$ cat config.mk
export PLATFORM = sky130hd
export DESIGN_NAME = shrot_unit
export DESIGN_NICKNAME = d
export VERILOG_FILES = /design/src/rtl/shrot_pkg.sv /design/src/rtl/shrot_mask.sv /design/src/rtl/shrot_datapath.sv /design/src/rtl/shrot_flags.sv /design/src/rtl/shrot_unit.sv
export SDC_FILE = /design/constraint.sdc
export NUM_CORES = 1
export LEC_CHECK = 0
export ABC_CLOCK_PERIOD_IN_PS = 800
export BUFFER_PORTS_ARGS = -buffer_cell sky130_fd_sc_hd__buf_2
export CORE_AREA = 2 2 101 103
export DETAILED_ROUTE_END_ITERATION = 7
export DIE_AREA = 0 0 103 105
export HOLD_SLACK_MARGIN = 0.05
export RECOVER_POWER = 25
export SYNTH_ARGS = -nofsm -noshare
export SYNTH_HDL_FRONTEND = slang
export SYNTH_SLANG_ARGS = --single-unit
$ cat constraint.sdc
create_clock -name clk_i -period 0.8 [get_ports clk_i]
set_input_delay 0.04 -clock clk_i [delete_from_list [all_inputs] [get_ports clk_i]]
set_output_delay 0.04 -clock clk_i [all_outputs]
set_load 0.02 [all_outputs]
$ cat src/rtl/shrot_pkg.sv
package shrot_pkg;
  localparam int unsigned OP_W   = 4;
  localparam int unsigned SIZE_W = 2;

  typedef enum logic [OP_W-1:0] {
    OP_SHL_LOG = 4'd0,
    OP_SHR_LOG = 4'd1,
    OP_SHL_ARI = 4'd2,
    OP_SHR_ARI = 4'd3,
    OP_ROL     = 4'd4,
    OP_ROR     = 4'd5,
    OP_ROL_C   = 4'd6,
    OP_ROR_C   = 4'd7,
    OP_INV     = 4'd8
  } shrot_op_e;

  typedef enum logic [SIZE_W-1:0] {
    SZ_BYTE = 2'd0,
    SZ_WORD = 2'd1,
    SZ_LONG = 2'd2,
    SZ_LALT = 2'd3
  } shrot_size_e;
endpackage

$ cat src/rtl/shrot_mask.sv
module shrot_mask
  import shrot_pkg::*;
#(
  parameter int unsigned DATA_W = 32
) (
  input  logic [SIZE_W-1:0] size_i,
  output logic [DATA_W-1:0] mask_o,
  output logic [DATA_W-1:0] top_o
);
  localparam int unsigned NUM_SZ = 3;

  logic [NUM_SZ-1:0][DATA_W-1:0] mask_tab;
  logic [NUM_SZ-1:0][DATA_W-1:0] top_tab;

  // width of entry k is DATA_W >> (2-k): quarter, half, full
  for (genvar k = 0; k < NUM_SZ; k++) begin : g_size
    localparam int unsigned SZ_BITS = DATA_W >> (NUM_SZ - 1 - k);
    for (genvar b = 0; b < DATA_W; b++) begin : g_bit
      assign mask_tab[k][b] = (b < SZ_BITS);
      assign top_tab[k][b]  = (b == SZ_BITS - 1);
    end
  end

  always_comb begin
    unique case (size_i)
      SZ_BYTE: begin mask_o = mask_tab[0]; top_o = top_tab[0]; end
      SZ_WORD: begin mask_o = mask_tab[1]; top_o = top_tab[1]; end
      default: begin mask_o = mask_tab[2]; top_o = top_tab[2]; end
    endcase
  end
endmodule

$ cat src/rtl/shrot_datapath.sv
module shrot_datapath
  import shrot_pkg::*;
#(
  parameter int unsigned DATA_W = 32
) (
  input  logic [OP_W-1:0]   op_i,
  input  logic [DATA_W-1:0] operand_i,
  input  logic [DATA_W-1:0] mask_i,
  input  logic [DATA_W-1:0] top_i,
  input  logic              carry_i,
  output logic [DATA_W-1:0] result_o,
  output logic              carry_o
);
  logic [DATA_W-1:0] sized, left, right, top_if_msb, top_if_lsb, top_if_cin;
  logic              msb, lsb;

  always_comb begin
    sized      = operand_i & mask_i;
    msb        = |(sized & top_i);
    lsb        = sized[0];
    left       = (sized << 1) & mask_i;
    right      = sized >> 1;
    top_if_msb = msb     ? top_i : '0;
    top_if_lsb = lsb     ? top_i : '0;
    top_if_cin = carry_i ? top_i : '0;

    result_o = sized;
    carry_o  = carry_i;
    case (op_i)
      OP_SHL_LOG, OP_SHL_ARI: begin result_o = left;                        carry_o = msb; end
      OP_SHR_LOG:             begin result_o = right;                       carry_o = lsb; end
      OP_SHR_ARI:             begin result_o = right | top_if_msb;          carry_o = lsb; end
      OP_ROL:                 begin result_o = left | DATA_W'(msb);         carry_o = msb; end
      OP_ROR:                 begin result_o = right | top_if_lsb;          carry_o = lsb; end
      OP_ROL_C:               begin result_o = left | DATA_W'(carry_i);     carry_o = msb; end
      OP_ROR_C:               begin result_o = right | top_if_cin;          carry_o = lsb; end
      OP_INV:                 begin result_o = ~sized & mask_i;             carry_o = carry_i; end
      default:                ; // reserved: pass sized operand, keep carry
    endcase
  end
endmodule

$ cat src/rtl/shrot_flags.sv
module shrot_flags #(
  parameter int unsigned DATA_W = 32
) (
  input  logic [DATA_W-1:0] result_i,
  input  logic [DATA_W-1:0] top_i,
  output logic              neg_o,
  output logic              zero_o,
  output logic              ovf_o
);
  assign neg_o  = |(result_i & top_i);
  assign zero_o = (result_i == '0);
  assign ovf_o  = 1'b0;
endmodule

$ cat src/rtl/shrot_unit.sv
module shrot_unit
  import shrot_pkg::*;
#(
  parameter int unsigned DATA_W = 32
) (
  input  logic              clk_i,
  input  logic              rst_ni,
  input  logic [3:0]        op_i,
  input  logic [1:0]        size_i,
  input  logic [DATA_W-1:0] operand_i,
  input  logic              carry_i,
  output logic [DATA_W-1:0] result_o,
  output logic              n_o,
  output logic              z_o,
  output logic              v_o,
  output logic              c_o
);
  localparam int unsigned BYTE_W = DATA_W / 4;

  logic [DATA_W-1:0] mask, top, res_d;
  logic              c_d, n_d, z_d, v_d;
  logic              live_q;

  shrot_mask #(.DATA_W(DATA_W)) u_mask (
    .size_i (size_i),
    .mask_o (mask),
    .top_o  (top)
  );

  shrot_datapath #(.DATA_W(DATA_W)) u_dp (
    .op_i      (op_i),
    .operand_i (operand_i),
    .mask_i    (mask),
    .top_i     (top),
    .carry_i   (carry_i),
    .result_o  (res_d),
    .carry_o   (c_d)
  );

  shrot_flags #(.DATA_W(DATA_W)) u_flags (
    .result_i (res_d),
    .top_i    (top),
    .neg_o    (n_d),
    .zero_o   (z_d),
    .ovf_o    (v_d)
  );

  always_ff @(posedge clk_i or negedge rst_ni) begin
    if (!rst_ni) begin
      result_o <= '0;
      n_o      <= 1'b0;
      z_o      <= 1'b0;
      v_o      <= 1'b0;
      c_o      <= 1'b0;
      live_q   <= 1'b0;
    end else begin
      result_o <= res_d;
      n_o      <= n_d;
      z_o      <= z_d;
      v_o      <= v_d;
      c_o      <= c_d;
      live_q   <= 1'b1;
    end
  end


  byte_upper_zero_chk: assert property (@(posedge clk_i) disable iff (!rst_ni)
    (live_q && $past(size_i) == SZ_BYTE) |-> (result_o[DATA_W-1:BYTE_W] == '0));


  zero_flag_chk: assert property (@(posedge clk_i) disable iff (!rst_ni)
    live_q |-> (z_o == (result_o == '0)));


  no_overflow_chk: assert property (@(posedge clk_i) disable iff (!rst_ni)
    live_q |-> !v_o);


  shl_byte_chk: assert property (@(posedge clk_i) disable iff (!rst_ni)
    (live_q && $past(size_i) == SZ_BYTE && $past(op_i) == OP_SHL_LOG)
      |-> (c_o == $past(operand_i[BYTE_W-1]) && !result_o[0]));


  inv_keeps_carry_chk: assert property (@(posedge clk_i) disable iff (!rst_ni)
    (live_q && $past(op_i) == OP_INV) |-> (c_o == $past(carry_i)));


  rol_wrap_chk: assert property (@(posedge clk_i) disable iff (!rst_ni)
    (live_q && $past(op_i) == OP_ROL) |-> (result_o[0] == c_o));
endmodule

======== Yosys cells after proc, flatten, opt, wreduce, memory -nomap -nowiden ========
Cells that the tools add are included.
word-level totals
  register bits ........................... 35
  input bits .............................. 41
  RAM bits ................................ 0
  ROM bits ................................ 0
  logic and storage cells ................. 39
  output and inout bits ................... 36
  memories kept ........................... 0
  bits in latches ......................... 0
operators by class
  shifts and indexed selects .............. 0
  multipliers ............................. 0
  equal/unequal tests ..................... 9
  reductions and logical operators ........ 8
  multiplexer cells ....................... 7
  $add $sub $neg .......................... 0
  order comparisons ....................... 0
  bitwise operators ....................... 11
  divide/modulo/power cells ............... 0
operators by type and width
  kind                                            number
  case mux 32 bit (8 select lines)                1
  bitwise AND 32 bit                              5
  case mux 32 bit (2 select lines)                2
  2-to-1 mux 32 bit                               3
  OR 31 x 32 -> 32 bit                            3
  OR 32 x 1 -> 32 bit                             2
  OR reduction 32 bit                             2
  zero test 32 bit                                1
  inverter 32 bit                                 1
  == test 4 x 3 -> 1 bit (second input constant)  4
  == test 4 x 2 -> 1 bit (second input constant)  2
  OR reduction 4 bit                              2
  == test 4 x 1 -> 1 bit (second input constant)  1
  == test 4 bit (second input constant)           1
  zero test 4 bit                                 1
  == test 2 x 1 -> 1 bit (second input constant)  1
  zero test 2 bit                                 1
  case mux 1 bit (2 select lines)                 1
  OR reduction 2 bit                              1

======== Longest topological paths before layout ========
  depth in word-level cells ............... 10
  gate-level depth with buffers ........... 9
  mapped depth without buffers ............ 6

======== Cells and area by module ========
A second synthesis with hierarchy kept.
unflattened totals
  cells, all modules ...................... 483
  area, all modules ....................... 3819.9 um^2
modules (own cells, without submodules)
  module          area each (um^2)  instances  cells an instance
  shrot_datapath  2205.9            1          347
  shrot_unit      900.9             1          36
  shrot_mask      478.0             1          66
  shrot_flags     235.2             1          34

======== Worst setup path before layout ========
OpenSTA, ideal clock, no wires.
  path kind ............................... input -> register
  from .................................... in op_i[0]
  to ...................................... reg z_o
  arrival ................................. 1.465 ns
  slack ................................... -0.761 ns
  cell stages on the path ................. 8
  required time ........................... 0.704 ns
  cell sequence ........................... buf_6 buf_6 buf_2 mux2_2 o21ai_0 o21bai_1 nand4_1 nor4_2
on the way
  word-level cells in the longest chain between the ends .. 4
RTL lines
  item                                                              RTL line              RTL
  from (decl)                                                       shrot_unit.sv:8       input logic [3:0] op_i,
  == test 4 x 2 -> 1 bit / zero test 4 bit (equally long branches)  shrot_datapath.sv:29  case (op_i)
  OR reduction 2 bit                                                --
  case mux 32 bit (8 select lines) *                                shrot_datapath.sv:29
  zero test 32 bit *                                                shrot_flags.sv:11     assign zero_o = (result_i == '0);
  named net u_flags.zero_o                                          shrot_flags.sv:7      output logic zero_o,
  to (signal assigned)                                              shrot_unit.sv:59      z_o <= z_d;
  to (decl)                                                         shrot_unit.sv:14      output logic z_o,
The timed path passes the listed nets; every way through them passes the cells marked *.

======== Worst setup path in the final report ========
Same ends and word-level chain as after synthesis.

==> flow_metrics.tcl <==
set metrics [dict create \
    start_util 0.294 \
    die_area_mm2 0.0108 \
    synth_warnings 0 \
    drtIter0Drc 316 \
    synth.net_count 380 \
    leakage_nw 2.44 \
    drt-total-wl_um 11700 \
    io_pins 77 \
    max_freq_ghz 0.705 \
    busiest_layer "met2" \
    cp_cell_sequence "buf_16 > buf_12 > buf_8 > mux2_2 > nand2_1 > nand4_1 > a31oi_1 > nand4_1 > nor4_2" \
    cpPeakStageDelay_ns 0.32 \
    finalCriticalPeriod_ns 1.42 \
    grt_pass1_wl_um 17400 \
    die_h_um 105 \
    setup-violations-final 61 \
    grt_usage 0.203 \
    drc 0 \
    critPathKind "in -> reg" \
    ys_ff_latch 35 \
    critical-path-top-cell-by-count "nand4_1" \
    use_met3 0.0301 \
    min_delay_worst_endpoint "c_o$_DFF_PN0_" \
    p_total_mw 6.33 \
    cts-htree-levels 2 \
    met1_usage 0.247 \
    dpl_worst_slack_ns -1.14 \
    rsz0062_at_grt "yes" \
    setup_ws_ns -0.619 \
    cts_sinks 35 \
    critPathCaptureType "flip-flop" \
    grt_pass1_vias 3487 \
    slew_viol_final 0 \
    final_util 0.565 \
    cp.arrival_ns 1.61 \
    use_met2 0.346 \
    routabilityCongestion 0.925 \
    violations "setup timing" \
    cts_tree "built" \
    cap_violations 0 \
    syn2layout_area_growth_pct 92.2 \
    synth.avg_cell_area_um2 8.36 \
    vias 3595 \
    antenna_found_initial 0 \
    clk_pin_slew_ns 0.07 \
    antenna_left 0 \
    drt-pass1-iter-count 5 \
    synth_cells 339 \
    fin_crit_sh 1.77 \
    hp-class "in -> reg" \
    fin_tns_setup_ns -8.04 \
    cp_max_fo 10 \
    crit_family "simple AND/OR/NAND/NOR gates" \
    powerDensity_mw_per_mm2 1160 \
    ys.flop_type "dfrtp_1" \
    final_nets 578 \
    core_mm2 0.00964 \
    placed_cell_area_mm2 0.00421 \
    hold_violations 0 \
    routedWlPerCell_um 17.4 \
    via_per_inst 5.37 \
    vdd_drop_max_mv 0.512 \
    dp_hpwl_um 8060 \
    cts_buffers 5 \
    final_layout_size_suffix_gt1_frac 0.611 \
    cts_buffer_depth 2 \
    rows 36 \
    synthArstFlopShare 1.00 \
    portBuffers 75 \
    holdCritStartpoint "carry_i" \
    start_kind "input pin" \
    root_buffer "clkbuf_8" \
    hold-path-cell-count 4 \
    crit_required_ns 0.99 \
    synth_edf_count 0 \
    diodes 0 \
    grt_overflow 0 \
    die_x_um 103 \
    status "finished with violations" \
    synth_area_mm2 0.00283 \
    critPathBufInv 3 \
    cp_slowest_cell "mux2_2" \
    fillers 832 \
    grt_max_degree 29 \
    synth.distinct_cells 64 \
    fin_area_mm2 0.00545 \
    seq_area_frac_synth 0.309 \
]
==> repair_timing <==
action                                  in CTS  in global routing
gates cloned                                 1                  3
endpoints found under the setup margin      70                 70
setup buffers                               14                 19
pin swaps                                   15                 35
hold buffers                                 1                  0
endpoints found under the hold margin       35                  0
resized for setup                          157                 71
==> layout make-up <==
cell class	count	area (µm²)	area share
clock inverters	1	5.00	0.000919
repair buffers	221	2020	0.371
well taps	133	166	0.0306
clock buffers	6	82.6	0.0152
flip-flops and latches	35	876	0.161
inverters	12	48.8	0.00896
multi-input cells	262	2250	0.413
==> cells in the final DEF (no fill, tap or decap), types with 8 or more instances in the layout <==
master    count
a211oi_2      8
a21oi_1      24
a21oi_2      13
buf_2        34
buf_4       106
buf_6        61
dfrtp_1      35
inv_1         9
mux2_2        8
nand2_1       9
nand2b_1      8
nor2_1       25
o21ai_1       9
o21ai_2      10
xnor2_2      15
==> layer usage <==
metal  part of all wire  vias to the layer above
met5                  0                        -
met2               0.51                      192
met3              0.073                       46
li1                   -                     1646
met1               0.38                     1711
met4              0.040                        0
==> cell families after synthesis <==
family	Yosys count	synth area share
and+or+nand+nor	96	0.186
buffers and inverters	42	0.0760
xor gates and xnor gates	21	0.0649
other	1	0.00132
AOI/OAI and AO/OA	123	0.281
DFF	35	0.309
muxes	21	0.0813
==> worst max-delay path by stage <==
stage                       start             to  slack (ns)  cells past startpoint
after CTS                 op_i[0]  z_o$_DFF_PN0_       -0.58                      7
after global placement    op_i[0]  z_o$_DFF_PN0_       -1.03                      8
after floorplan           op_i[0]  z_o$_DFF_PN0_       -0.68                      8
after global routing      op_i[0]  z_o$_DFF_PN0_       -0.71                      9
final                     op_i[0]  z_o$_DFF_PN0_       -0.62                      9
after detailed placement  op_i[0]  z_o$_DFF_PN0_       -1.14                      8
==> per-stage QoR <==
| step | hold slack (ns) | cells |
|---|---|---|
| 5_1_grt | 0.119 | 670 |
| 2_1_floorplan | -0.256 | 339 |
| 4_1_cts | 0.112 | 653 |
| 3_3_place_gp | -0.0696 | 630 |
| 3_5_place_dp | -0.0690 | 630 |
| 6_report | 0.0898 | 670 |
==> flip-flops by register name, summed over array words and instances, names as in the netlist <==
name and cells:
n_o 1, result_o 32, z_o 1, c_o 1
==> Yosys cell counts (7+ instances only) <==
cell	n	area (µm²)
a21oi_1	37	185
dfrtp_1	35	876
nor2_1	33	124
o21ai_0	20	100
xnor2_1	19	166
inv_1	12	45.0
a211oi_1	11	82.6
clkbuf_1	11	41.3
nand2_1	11	41.3
buf_2	10	50.1
mux2_2	9	101
mux2i_1	8	80.1
nand2b_1	8	50.1
a31oi_1	7	43.8
==> power by group <==
part / internal (mW) / switching (mW)
Sequential: 1.93 / 0.0721
Clock: 0.675 / 0.631
Combinational: 1.58 / 1.45
Total: 4.18 / 2.15
No activity file was read; power rests on OpenSTA's default activity.
